**config.mk**
```make
export PLATFORM = sky130hd
export DESIGN_NAME = lbuf_alloc_ctrl
export DESIGN_NICKNAME = d
export VERILOG_FILES = /design/src/rtl/lbuf_pkg.sv /design/src/rtl/lbuf_tag_array.sv /design/src/rtl/lbuf_lru_rank.sv /design/src/rtl/lbuf_alloc_ctrl.sv
export SDC_FILE = /design/constraint.sdc
export NUM_CORES = 1
export LEC_CHECK = 0
export ABC_CLOCK_PERIOD_IN_PS = 9530
export BUFFER_PORTS_ARGS = -buffer_cell sky130_fd_sc_hd__buf_4
export CAP_MARGIN = 20
export CORE_ASPECT_RATIO = 1.75
export CORE_MARGIN = 2
export CORE_UTILIZATION = 30
export CTS_BUF_LIST = sky130_fd_sc_hd__clkbuf_2
export CTS_CLUSTER_DIAMETER = 50
export CTS_CLUSTER_SIZE = 8
export DETAILED_ROUTE_END_ITERATION = 12
export PLACE_DENSITY_LB_ADDON = 0.05
export SYNTH_ARGS = -nofsm -noshare
export SYNTH_HDL_FRONTEND = slang
export SYNTH_HIERARCHICAL = 1
export SYNTH_SLANG_ARGS = --single-unit
export TNS_END_PERCENT = 100
```
**constraint.sdc**
```tcl
create_clock -name clk -period 9.53 [get_ports clk]
set_input_delay 1.4295 -clock clk [delete_from_list [all_inputs] [get_ports clk]]
set_output_delay 1.4295 -clock clk [all_outputs]
set_load 0.05 [all_outputs]
```
**src/rtl/lbuf_pkg.sv**
```systemverilog
package lbuf_pkg;

    localparam int NBUF  = 4;
    localparam int IDX_W = 2;

    typedef enum logic [1:0] {
        ST_IDLE,
        ST_DEMAND_FILL,
        ST_PF_PICK,
        ST_PF_FILL
    } ctrl_state_e;

    // Buffers an access type may use under a given partition code.
    function automatic logic [NBUF-1:0] group_mask(input logic [1:0] cfg,
                                                   input logic is_instr);
        case (cfg)
            2'b10:   return is_instr ? 4'b0011 : 4'b1100;
            2'b11:   return is_instr ? 4'b0111 : 4'b1000;
            default: return 4'b1111; // shared pool, reserved code included
        endcase
    endfunction

endpackage

```
**src/rtl/lbuf_tag_array.sv**
```systemverilog
module lbuf_tag_array
    import lbuf_pkg::*;
#(
    parameter int LINE_W = 20
) (
    input  logic              clk,
    input  logic              rst_n,
    input  logic [LINE_W-1:0] look_line,
    input  logic [LINE_W-1:0] probe_line,
    input  logic              wr_en,
    input  logic [IDX_W-1:0]  wr_idx,
    input  logic [LINE_W-1:0] wr_line,
    output logic [NBUF-1:0]   look_hit,
    output logic [NBUF-1:0]   probe_hit
);

    for (genvar g = 0; g < NBUF; g++) begin : g_entry
        logic [LINE_W-1:0] tag_q;
        logic              vld_q;

        always_ff @(posedge clk or negedge rst_n) begin
            if (!rst_n) begin
                tag_q <= '0;
                vld_q <= 1'b0;
            end else if (wr_en && wr_idx == IDX_W'(g)) begin
                tag_q <= wr_line;
                vld_q <= 1'b1;
            end
        end

        assign look_hit[g]  = vld_q && (tag_q == look_line);
        assign probe_hit[g] = vld_q && (tag_q == probe_line);
    end

endmodule

```
**src/rtl/lbuf_lru_rank.sv**
```systemverilog
module lbuf_lru_rank
    import lbuf_pkg::*;
(
    input  logic             clk,
    input  logic             rst_n,
    input  logic             touch_en,
    input  logic [IDX_W-1:0] touch_idx,
    input  logic [NBUF-1:0]  sel_mask,
    output logic [IDX_W-1:0] victim_idx
);

    // Age 0 = most recently used, NBUF-1 = oldest.
    logic [IDX_W-1:0] age_q [NBUF];

    always_ff @(posedge clk or negedge rst_n) begin
        if (!rst_n) begin
            for (int i = 0; i < NBUF; i++) age_q[i] <= IDX_W'(i);
        end else if (touch_en) begin
            for (int i = 0; i < NBUF; i++) begin
                if (IDX_W'(i) == touch_idx)
                    age_q[i] <= '0;
                else if (age_q[i] < age_q[touch_idx])
                    age_q[i] <= age_q[i] + 1'b1;
            end
        end
    end

    // Oldest buffer among those the mask permits.
    always_comb begin
        logic             found;
        logic [IDX_W-1:0] best_age;
        found      = 1'b0;
        best_age   = '0;
        victim_idx = '0;
        for (int i = 0; i < NBUF; i++) begin
            if (sel_mask[i] && (!found || age_q[i] > best_age)) begin
                found      = 1'b1;
                best_age   = age_q[i];
                victim_idx = IDX_W'(i);
            end
        end
    end

    // Ages must stay a permutation: each rank held by exactly one buffer.
    for (genvar r = 0; r < NBUF; r++) begin : g_rank_chk
        logic [NBUF-1:0] holders;
        for (genvar b = 0; b < NBUF; b++) begin : g_b
            assign holders[b] = (age_q[b] == IDX_W'(r));
        end
        a_r6_rank_unique: assert property (@(posedge clk) disable iff (!rst_n)
            $countones(holders) == 1);
    end

endmodule

```
**src/rtl/lbuf_alloc_ctrl.sv**
```systemverilog
module lbuf_alloc_ctrl
    import lbuf_pkg::*;
#(
    parameter int LINE_W = 20
) (
    input  logic              clk,
    input  logic              rst_n,
    input  logic              acc_valid,
    input  logic [LINE_W-1:0] acc_line,
    input  logic              acc_is_instr,
    input  logic [1:0]        part_cfg,
    input  logic              buf_en,
    input  logic              ipf_en,
    input  logic              dpf_en,
    input  logic              fill_ack,
    output logic              busy,
    output logic              resp_valid,
    output logic              resp_hit,
    output logic [1:0]        resp_idx,
    output logic              fill_req,
    output logic [LINE_W-1:0] fill_line,
    output logic [1:0]        fill_idx,
    output logic              fill_is_pf
);

    localparam int MIN_PF_GROUP = 2;

    ctrl_state_e state_q, state_d;

    logic [NBUF-1:0]   mask_q;
    logic              pf_pend_q;
    logic [LINE_W-1:0] pf_line_q;

    logic              accept;
    logic [NBUF-1:0]   acc_mask, lru_mask;
    logic [NBUF-1:0]   look_hit, probe_hit;
    logic              hit_any, pf_held, pf_want;
    logic [IDX_W-1:0]  hit_idx, victim;
    logic              tag_wr, lru_touch;

    assign accept   = acc_valid && (state_q == ST_IDLE);
    assign acc_mask = group_mask(part_cfg, acc_is_instr);
    assign hit_any  = |look_hit;
    assign lru_mask = (state_q == ST_PF_PICK) ? mask_q : acc_mask;
    assign pf_held  = |(probe_hit & mask_q);
    assign pf_want  = buf_en && (acc_is_instr ? ipf_en : dpf_en)
                      && ($countones(acc_mask) >= MIN_PF_GROUP);

    always_comb begin
        hit_idx = '0;
        for (int i = NBUF - 1; i >= 0; i--)
            if (look_hit[i]) hit_idx = IDX_W'(i);
    end

    assign tag_wr    = (accept && buf_en && !hit_any)
                       || (state_q == ST_PF_PICK && !pf_held);
    assign lru_touch = accept && buf_en;

    lbuf_tag_array #(.LINE_W(LINE_W)) u_tags (
        .clk        (clk),
        .rst_n      (rst_n),
        .look_line  (acc_line),
        .probe_line (pf_line_q),
        .wr_en      (tag_wr),
        .wr_idx     (victim),
        .wr_line    (accept ? acc_line : pf_line_q),
        .look_hit   (look_hit),
        .probe_hit  (probe_hit)
    );

    lbuf_lru_rank u_lru (
        .clk        (clk),
        .rst_n      (rst_n),
        .touch_en   (lru_touch),
        .touch_idx  (hit_any ? hit_idx : victim),
        .sel_mask   (lru_mask),
        .victim_idx (victim)
    );

    // Next-state logic
    always_comb begin
        state_d = state_q;
        unique case (state_q)
            ST_IDLE: begin
                if (accept) begin
                    if (!buf_en || !hit_any) state_d = ST_DEMAND_FILL;
                    else if (pf_want)        state_d = ST_PF_PICK;
                end
            end
            ST_DEMAND_FILL: begin
                if (fill_ack) state_d = pf_pend_q ? ST_PF_PICK : ST_IDLE;
            end
            ST_PF_PICK: begin
                state_d = pf_held ? ST_IDLE : ST_PF_FILL;
            end
            ST_PF_FILL: begin
                if (fill_ack) state_d = ST_IDLE;
            end
        endcase
    end

    // State register
    always_ff @(posedge clk or negedge rst_n) begin
        if (!rst_n) state_q <= ST_IDLE;
        else        state_q <= state_d;
    end

    // Registered outputs and access context
    always_ff @(posedge clk or negedge rst_n) begin
        if (!rst_n) begin
            resp_valid <= 1'b0;
            resp_hit   <= 1'b0;
            resp_idx   <= '0;
            fill_line  <= '0;
            fill_idx   <= '0;
            fill_is_pf <= 1'b0;
            mask_q     <= '0;
            pf_pend_q  <= 1'b0;
            pf_line_q  <= '0;
        end else begin
            resp_valid <= accept;
            if (accept) begin
                resp_hit   <= buf_en && hit_any;
                resp_idx   <= !buf_en ? '0 : (hit_any ? hit_idx : victim);
                fill_line  <= acc_line;
                fill_idx   <= buf_en ? victim : '0;
                fill_is_pf <= 1'b0;
                mask_q     <= acc_mask;
                pf_pend_q  <= pf_want;
                pf_line_q  <= acc_line + 1'b1;
            end else if (state_q == ST_PF_PICK && !pf_held) begin
                fill_line  <= pf_line_q;
                fill_idx   <= victim;
                fill_is_pf <= 1'b1;
            end
        end
    end

    assign busy     = (state_q != ST_IDLE);
    assign fill_req = (state_q == ST_DEMAND_FILL) || (state_q == ST_PF_FILL);

    a_r11_busy_ignored: assert property (@(posedge clk) disable iff (!rst_n)
        (acc_valid && busy) |=> !resp_valid);

    a_r1_resp_after_accept: assert property (@(posedge clk) disable iff (!rst_n)
        resp_valid |-> ($past(acc_valid) && $past(state_q) == ST_IDLE));

    a_r7_pf_in_group: assert property (@(posedge clk) disable iff (!rst_n)
        (fill_req && fill_is_pf) |-> mask_q[fill_idx]);

    a_r9_pf_group_size: assert property (@(posedge clk) disable iff (!rst_n)
        (fill_req && fill_is_pf) |-> ($countones(mask_q) > 1));

    a_r5_fill_holds: assert property (@(posedge clk) disable iff (!rst_n)
        (fill_req && !fill_ack) |=> (fill_req && $stable(fill_line) && $stable(fill_idx)));

endmodule

```
Word level (Yosys, flattened, before mapping)
Cells that the tools add are included.
Storage, ports and cells
  register bits after elaboration: 146
  latch bits: 0
  bits in writable memories: 0
  ROM bits: 0
  input port bits: 30
  memories: 0
Cells by class
  add/sub/neg operators: 8
  multiply operators: 0
  div/mod/pow operators: 0
  order comparisons: 9
  equality and inequality tests: 23
  shifts and indexed selects: 0
  mux-type cells: 47
  bitwise operators: 2
  reductions and logical operators: 50
Operators by type and width (count)
  equality test 20 bit: 8
  two-way mux 2 bit: 31
  two-way mux 20 bit: 3
  logical AND 1 bit: 22
  adder 20 x 1 -> 20 bit (second input constant): 1
  equality test 2 bit (second input constant): 6
  two-way mux 4 bit: 3
  nonzero test 2 bit: 6
  adder 2 x 1 -> 2 bit (second input constant): 4
  < comparator 2 bit: 4
  one-hot mux 2 bit (4 select lines): 1
  one-hot mux 4 bit (2 select lines): 1
  AND reduction 2 bit: 4
  OR reduction 4 bit: 2
  two-way mux 1 bit: 7
  > comparator 2 bit: 3
  logical NOT 1 bit: 6
  logical NOT 2 bit: 3
  logical OR 1 bit: 6
  inequality test 2 bit (second input constant): 3
  adder 1 x 1 -> 2 bit: 2
  bitwise AND 4 bit: 1
  binary-select mux 2 bit (select 2 bit): 1
  equality test 2 x 1 -> 1 bit (second input constant): 2
  8 further kinds: 9

Logic depth before layout (Yosys ltp)
  word-level depth: 24
  gate-level depth with buffers: 28
  gate-level depth less buffers: 27

Cells and area by module
The synthesis kept the hierarchy.
Modules (own cells, without submodules)
  lbuf_tag_array: instances 1, cells an instance 403, area an instance 4918.5 um^2
  lbuf_alloc_ctrl: instances 1, cells an instance 309, area an instance 2688.8 um^2
  lbuf_lru_rank: instances 1, cells an instance 84, area an instance 778.2 um^2

Least setup slack after synthesis
OpenSTA, ideal clock, no wires.
  kind: input to register
  start point: input part_cfg[1]
  end point: register u_lru/age_q[7] (netlist bit)
  arrival: 6.839 ns
  data required time: 9.409 ns
  slack: 2.570 ns
  cell stages on the path: 25
  cell sequence: nor2b_1 > a21oi_1 > nand2_1 > ha_1 > nor2b_1 > o311a_1 > a32oi_1 > ha_1 > nor2b_1 > a2bb2oi_1 > o21a_1 > mux2_2 > ha_1 > nor2b_1 > a2bb2oi_1 > o21ai_0 > o21ai_0 > o21bai_1 > a21oi_1 > mux4_2 > inv_1 > ha_1 > nor3b_1 > o21ai_0 > a22o_1
On the way
  cells in the longest elaborated chain, start to end: 24
  elaborated cells between the ends (all ways): 35
  classes of those cells: order compare (4); eq/ne (2); mux (16); bitwise (1); reduce/logical (12)
RTL lines
  start, declared: RTL line lbuf_alloc_ctrl.sv:11  | input logic [1:0] part_cfg,
  equality test 2 bit: RTL line lbuf_pkg.sv:16  | case (cfg)
  one-hot mux 4 bit (2 select lines) *: RTL line lbuf_pkg.sv:16
  two-way mux 4 bit *: RTL line lbuf_alloc_ctrl.sv:44  | assign lru_mask = (state_q == ST_PF_PICK) ? mask_q : acc_mask;
  via lru_mask[0]: RTL line lbuf_alloc_ctrl.sv:35  | logic [NBUF-1:0] acc_mask, lru_mask;
  two-way mux 2 bit or two-way mux 1 bit (tied branches): RTL line lbuf_lru_rank.sv:36  | if (sel_mask[i] && (!found || age_q[i] > best_age)) begin
  > comparator 2 bit or logical NOT 1 bit (tied branches): RTL line lbuf_lru_rank.sv:36
  logical OR 1 bit: RTL line lbuf_lru_rank.sv:36
  logical AND 1 bit: RTL line lbuf_lru_rank.sv:36
  [9 not listed]
  via victim[0]: RTL line lbuf_alloc_ctrl.sv:38  | logic [IDX_W-1:0] hit_idx, victim;
  two-way mux 2 bit *: RTL line lbuf_alloc_ctrl.sv:75  | .touch_idx (hit_any ? hit_idx : victim),
  inverter 2 -> 3 bit (not written as such): RTL line lbuf_lru_rank.sv:22  | else if (age_q[i] < age_q[touch_idx])
  binary-select mux 2 bit (select 2 bit): RTL line lbuf_lru_rank.sv:22
  two-way mux 2 bit (not written as such) (2 in series): RTL line lbuf_lru_rank.sv:22
  < comparator 2 bit: RTL line lbuf_lru_rank.sv:22
  nonzero test 2 bit (no line)
  AND reduction 2 bit (no line)
  end signal, assigned by index: RTL line lbuf_lru_rank.sv:23  | age_q[i] <= age_q[i] + 1'b1;
  end, declared: RTL line lbuf_lru_rank.sv:13  | logic [IDX_W-1:0] age_q [NBUF];
The timed path passes the listed nets; every way through them passes the cells marked *. The select of a mux whose other input is x is not followed.
A chain may end at the register's enable or synchronous reset.

Worst setup path after layout
  start point: register state_q[0]
  end point: register u_lru/age_q[7] (netlist bit)
On the way
  cells in the longest elaborated chain, start to end: 23
  elaborated cells between the ends (all ways): 36
  classes of those cells: order compare (4); eq/ne (1); mux (15); bitwise (1); reduce/logical (15)
RTL lines
  start, declared: RTL line lbuf_alloc_ctrl.sv:28  | ctrl_state_e state_q, state_d;
  start signal, assigned: RTL line lbuf_alloc_ctrl.sv:105  | else state_q <= state_d;
  equality test 2 bit *: RTL line lbuf_alloc_ctrl.sv:44
  two-way mux 4 bit *: RTL line lbuf_alloc_ctrl.sv:44
  via lru_mask[0]: RTL line lbuf_alloc_ctrl.sv:35
  two-way mux 2 bit or two-way mux 1 bit (tied branches): RTL line lbuf_lru_rank.sv:36
  > comparator 2 bit or logical NOT 1 bit (tied branches): RTL line lbuf_lru_rank.sv:36
  logical OR 1 bit: RTL line lbuf_lru_rank.sv:36
  logical AND 1 bit: RTL line lbuf_lru_rank.sv:36
  two-way mux 2 bit or two-way mux 1 bit (tied branches): RTL line lbuf_lru_rank.sv:36
  [8 not listed]
  via victim[0]: RTL line lbuf_alloc_ctrl.sv:38
  two-way mux 2 bit *: RTL line lbuf_alloc_ctrl.sv:75
  inverter 2 -> 3 bit (not written as such): RTL line lbuf_lru_rank.sv:22
  binary-select mux 2 bit (select 2 bit): RTL line lbuf_lru_rank.sv:22
  two-way mux 2 bit (not written as such) (2 in series): RTL line lbuf_lru_rank.sv:22
  < comparator 2 bit: RTL line lbuf_lru_rank.sv:22
  nonzero test 2 bit (no line)
  AND reduction 2 bit (no line)
Marked as above.

==> qor.yml <==
die_y_um: 225.2
place_ws_ns: 1.492
ir_drop_v: 0.0002363
p_int_mw: 2.091
finalCritPeriodShare_pct: 75.21
grt_max_degree: 79
die_w_um: 130.4
synth_edf_count: 0
synth_cells: 796
hold_path.class: "reg -> reg"
grt_pass1_vias: 6813
seq_power_share_pct: 32.2
nNetsFinal: 888
multi_input_area_um2: 4579
cts_buffers: 17
wl_per_cell_um: 24.77
synth.avg_cell_area_um2: 10.53
drive_gt1_share_pct: 23.84
worst_slew_pin_slew_ns: 0.9215
clock_path_buffers: 2
grt_usage_pct: 21.84
syn_to_final_growth_pct: 13.95
remaining_drc_errors: 0
rsz0062_at_grt: "false"
first_pass_iters: 4
coreArea_um2: 27770
clock_skew_ns: 0.05444
combPwrFrac_pct: 56.0
antenna_left: 0
crit_arrival_ns: 7.92
fp.dieArea_um2: 29360
setup_violations: 0
p_per_area_nw_per_um2: 426.1
crit_type: "reg -> reg"
initial_core_util_pct: 30.20
num_rows: 81
final_cell_mix: "dfrtp_1, xnor2_1, mux2_2"
layout_commonest_cell: "dfrtp_1"
portBuffers: 58
end_kind: "flip-flop"
wirelength_um: 30590
synth_area_leaders: "dfrtp_1, mux2_2, xnor2_1, xor2_1, nand2_1"
grt_first_pass_wirelength_um: 45010
layout_min_cycle_time_ns: 7.168
cts_max_level: 4
synth_top_area_share_pct: 42.08
cts_sinks: 145
cp_max_fo: 11
critPathTopFamily: "compound AO/OA/AOI/OAI gates"
status: "finished clean"
synthArstFlopShare_pct: 100.0
hold_viol: 0
cts_hold_buf: 0
critPathSlowestCell: "a21oi_1"
synth_nets: 837
netlist_area_um2: 8386
max_freq_ghz: 0.1395
maxCapViolations: 0
clkTransAtPathRegs_ns: 0.20
first_iter_violations: 309
cts_setup_buffers: 0
overflow: 0
cp.required_ns: 10.28
ys_warn_count: 6
place.gp.congestion: 0.9295
p_leak_nw: 3.983
ys_seq_area_share_pct: 43.33
slew_headroom_pct: 38.57
synth-seq-cells: 145
nFillCells: 2888
seqCellArea_um2: 3633
clkPwrFrac_pct: 11.8
antenna_found_initial: 1
final.setup.tns_ns: 0
cts-root-buf: "clkbuf_2"
switching_share_pct: 48.64
synth_top_cell_by_area: "dfrtp_1"
ys_types: 50
hpwl_um: 22980
viasPerCell: 5.087
ioPinCount: 59
post_cts_resize_count: 0
synthFlopType: "dfrtp_1"
cts_tree: "yes"
slew_violations: 0
finalWorstSetupSlack_ns: 2.362
startpoint_type: "flip-flop"
crit_top_cell: "ha_1"
netSwitchingPower_mw: 1.980
path_buf_inv: 1
vias: 6282
clk_latency_ns: 0.88
crit_path_max_incr_delay_ns: 0.57
==> cells in the mapped netlist, types with 9 or more instances <==
| cell | count |
|---|---|
| buf_2 | 15 |
| nor4_1 | 17 |
| o21ai_0 | 23 |
| inv_1 | 13 |
| nand2_1 | 78 |
| nor2_1 | 34 |
| mux2_2 | 85 |
| xnor2_1 | 104 |
| nand4_1 | 27 |
| dfrtp_1 | 141 |
| xor2_1 | 68 |
| nand2b_1 | 9 |
| nand3_1 | 22 |
| a31oi_1 | 25 |
| nor3_1 | 10 |
| clkbuf_1 | 15 |
| ha_1 | 11 |
==> flip-flops by register name, indices dropped and copies added (netlist names) <==
name / cells
resp_idx: 2
u_tags/g_entry.tag_q: 80
pf_line_q: 20
fill_idx: 2
resp_hit: 1
u_tags/g_entry.vld_q: 4
u_lru/age_q: 8
resp_valid: 1
fill_is_pf: 1
pf_pend_q: 1
mask_q: 3
fill_line: 20
state_q: 2
==> power groups by stage <==
stage	Sequential (mW)	Clock (mW)	Combinational (mW)
after detailed placement	1.32	0	2.29
after global routing	1.34	0.520	2.47
final	1.31	0.480	2.28
after floorplan	1.36	0	1.45
after global placement	1.32	0	2.25
after CTS	1.31	0.499	2.30
==> cells by family after synthesis <==
group / synth area share [%]
buf+inv: 2.328
simple gates: 16.14
fa+ha+maj: 1.641
flops: 43.33
mux: 12.44
xor+xnor: 17.96
compound gates: 6.148
==> routing by layer <==
metal	track usage [%]	up-vias	wire, um
met1	22.48	3213	11170
met3	3.751	34	828
li1	-	2911	-
met2	41.99	124	17300
met5	0	-	0
met4	9.780	0	1292
==> per-stage QoR <==
step | power [mW] | cells | util, % | hold slack [ns] | instance area (um^2)
after detailed placement | 3.612 | 1201 | 33.22 | 0.4786 | 9224
after CTS | 4.111 | 1233 | 34.39 | 0.5243 | 9550
final | 4.071 | 1235 | 34.41 | 0.5147 | 9555
after floorplan | 2.805 | 796 | - | 0.4503 | 8386
after global placement | 3.569 | 1201 | 33.22 | 0.4695 | 9224
after global routing | 4.338 | 1235 | 34.41 | 0.5443 | 9555
==> area by class of cell <==
class,instances,share of cell area [%]
sequential,145,38.03
tap,373,4.884
clock inverter,14,2.475
clock buffer,18,0.9428
timing repair buffer,65,5.146
antenna,2,0.05238
inverter,14,0.5500
multi-input combinational,604,47.92
==> path summary, 6_finish.rpt <==
path | start | end | slack, ns | cells after the start
min in group asynchronous | rst_n | fill_line[12]$_DFFE_PN0P_ | 0.56 | 1
worst max-delay path | state_q[0]$_DFFE_PN0P_ | u_lru/age_q[7]$_DFFE_PN0P_ | 2.36 | 26
worst min register to register | pf_pend_q$_DFFE_PN0P_ | pf_pend_q$_DFFE_PN0P_ | 0.51 | 2
worst max register to register | state_q[0]$_DFFE_PN0P_ | u_lru/age_q[7]$_DFFE_PN0P_ | 2.36 | 26
worst min-delay path | pf_pend_q$_DFFE_PN0P_ | pf_pend_q$_DFFE_PN0P_ | 0.51 | 2
max in group asynchronous | rst_n | resp_idx[0]$_DFFE_PN0P_ | 7.53 | 2
==> worst min-delay path, stage by stage (launching register included) <==
cell	delay, ns
dfrtp_1	0.39
nand2_1	0.05
o21ai_0	0.06
No activity file was read; power rests on OpenSTA's default activity.
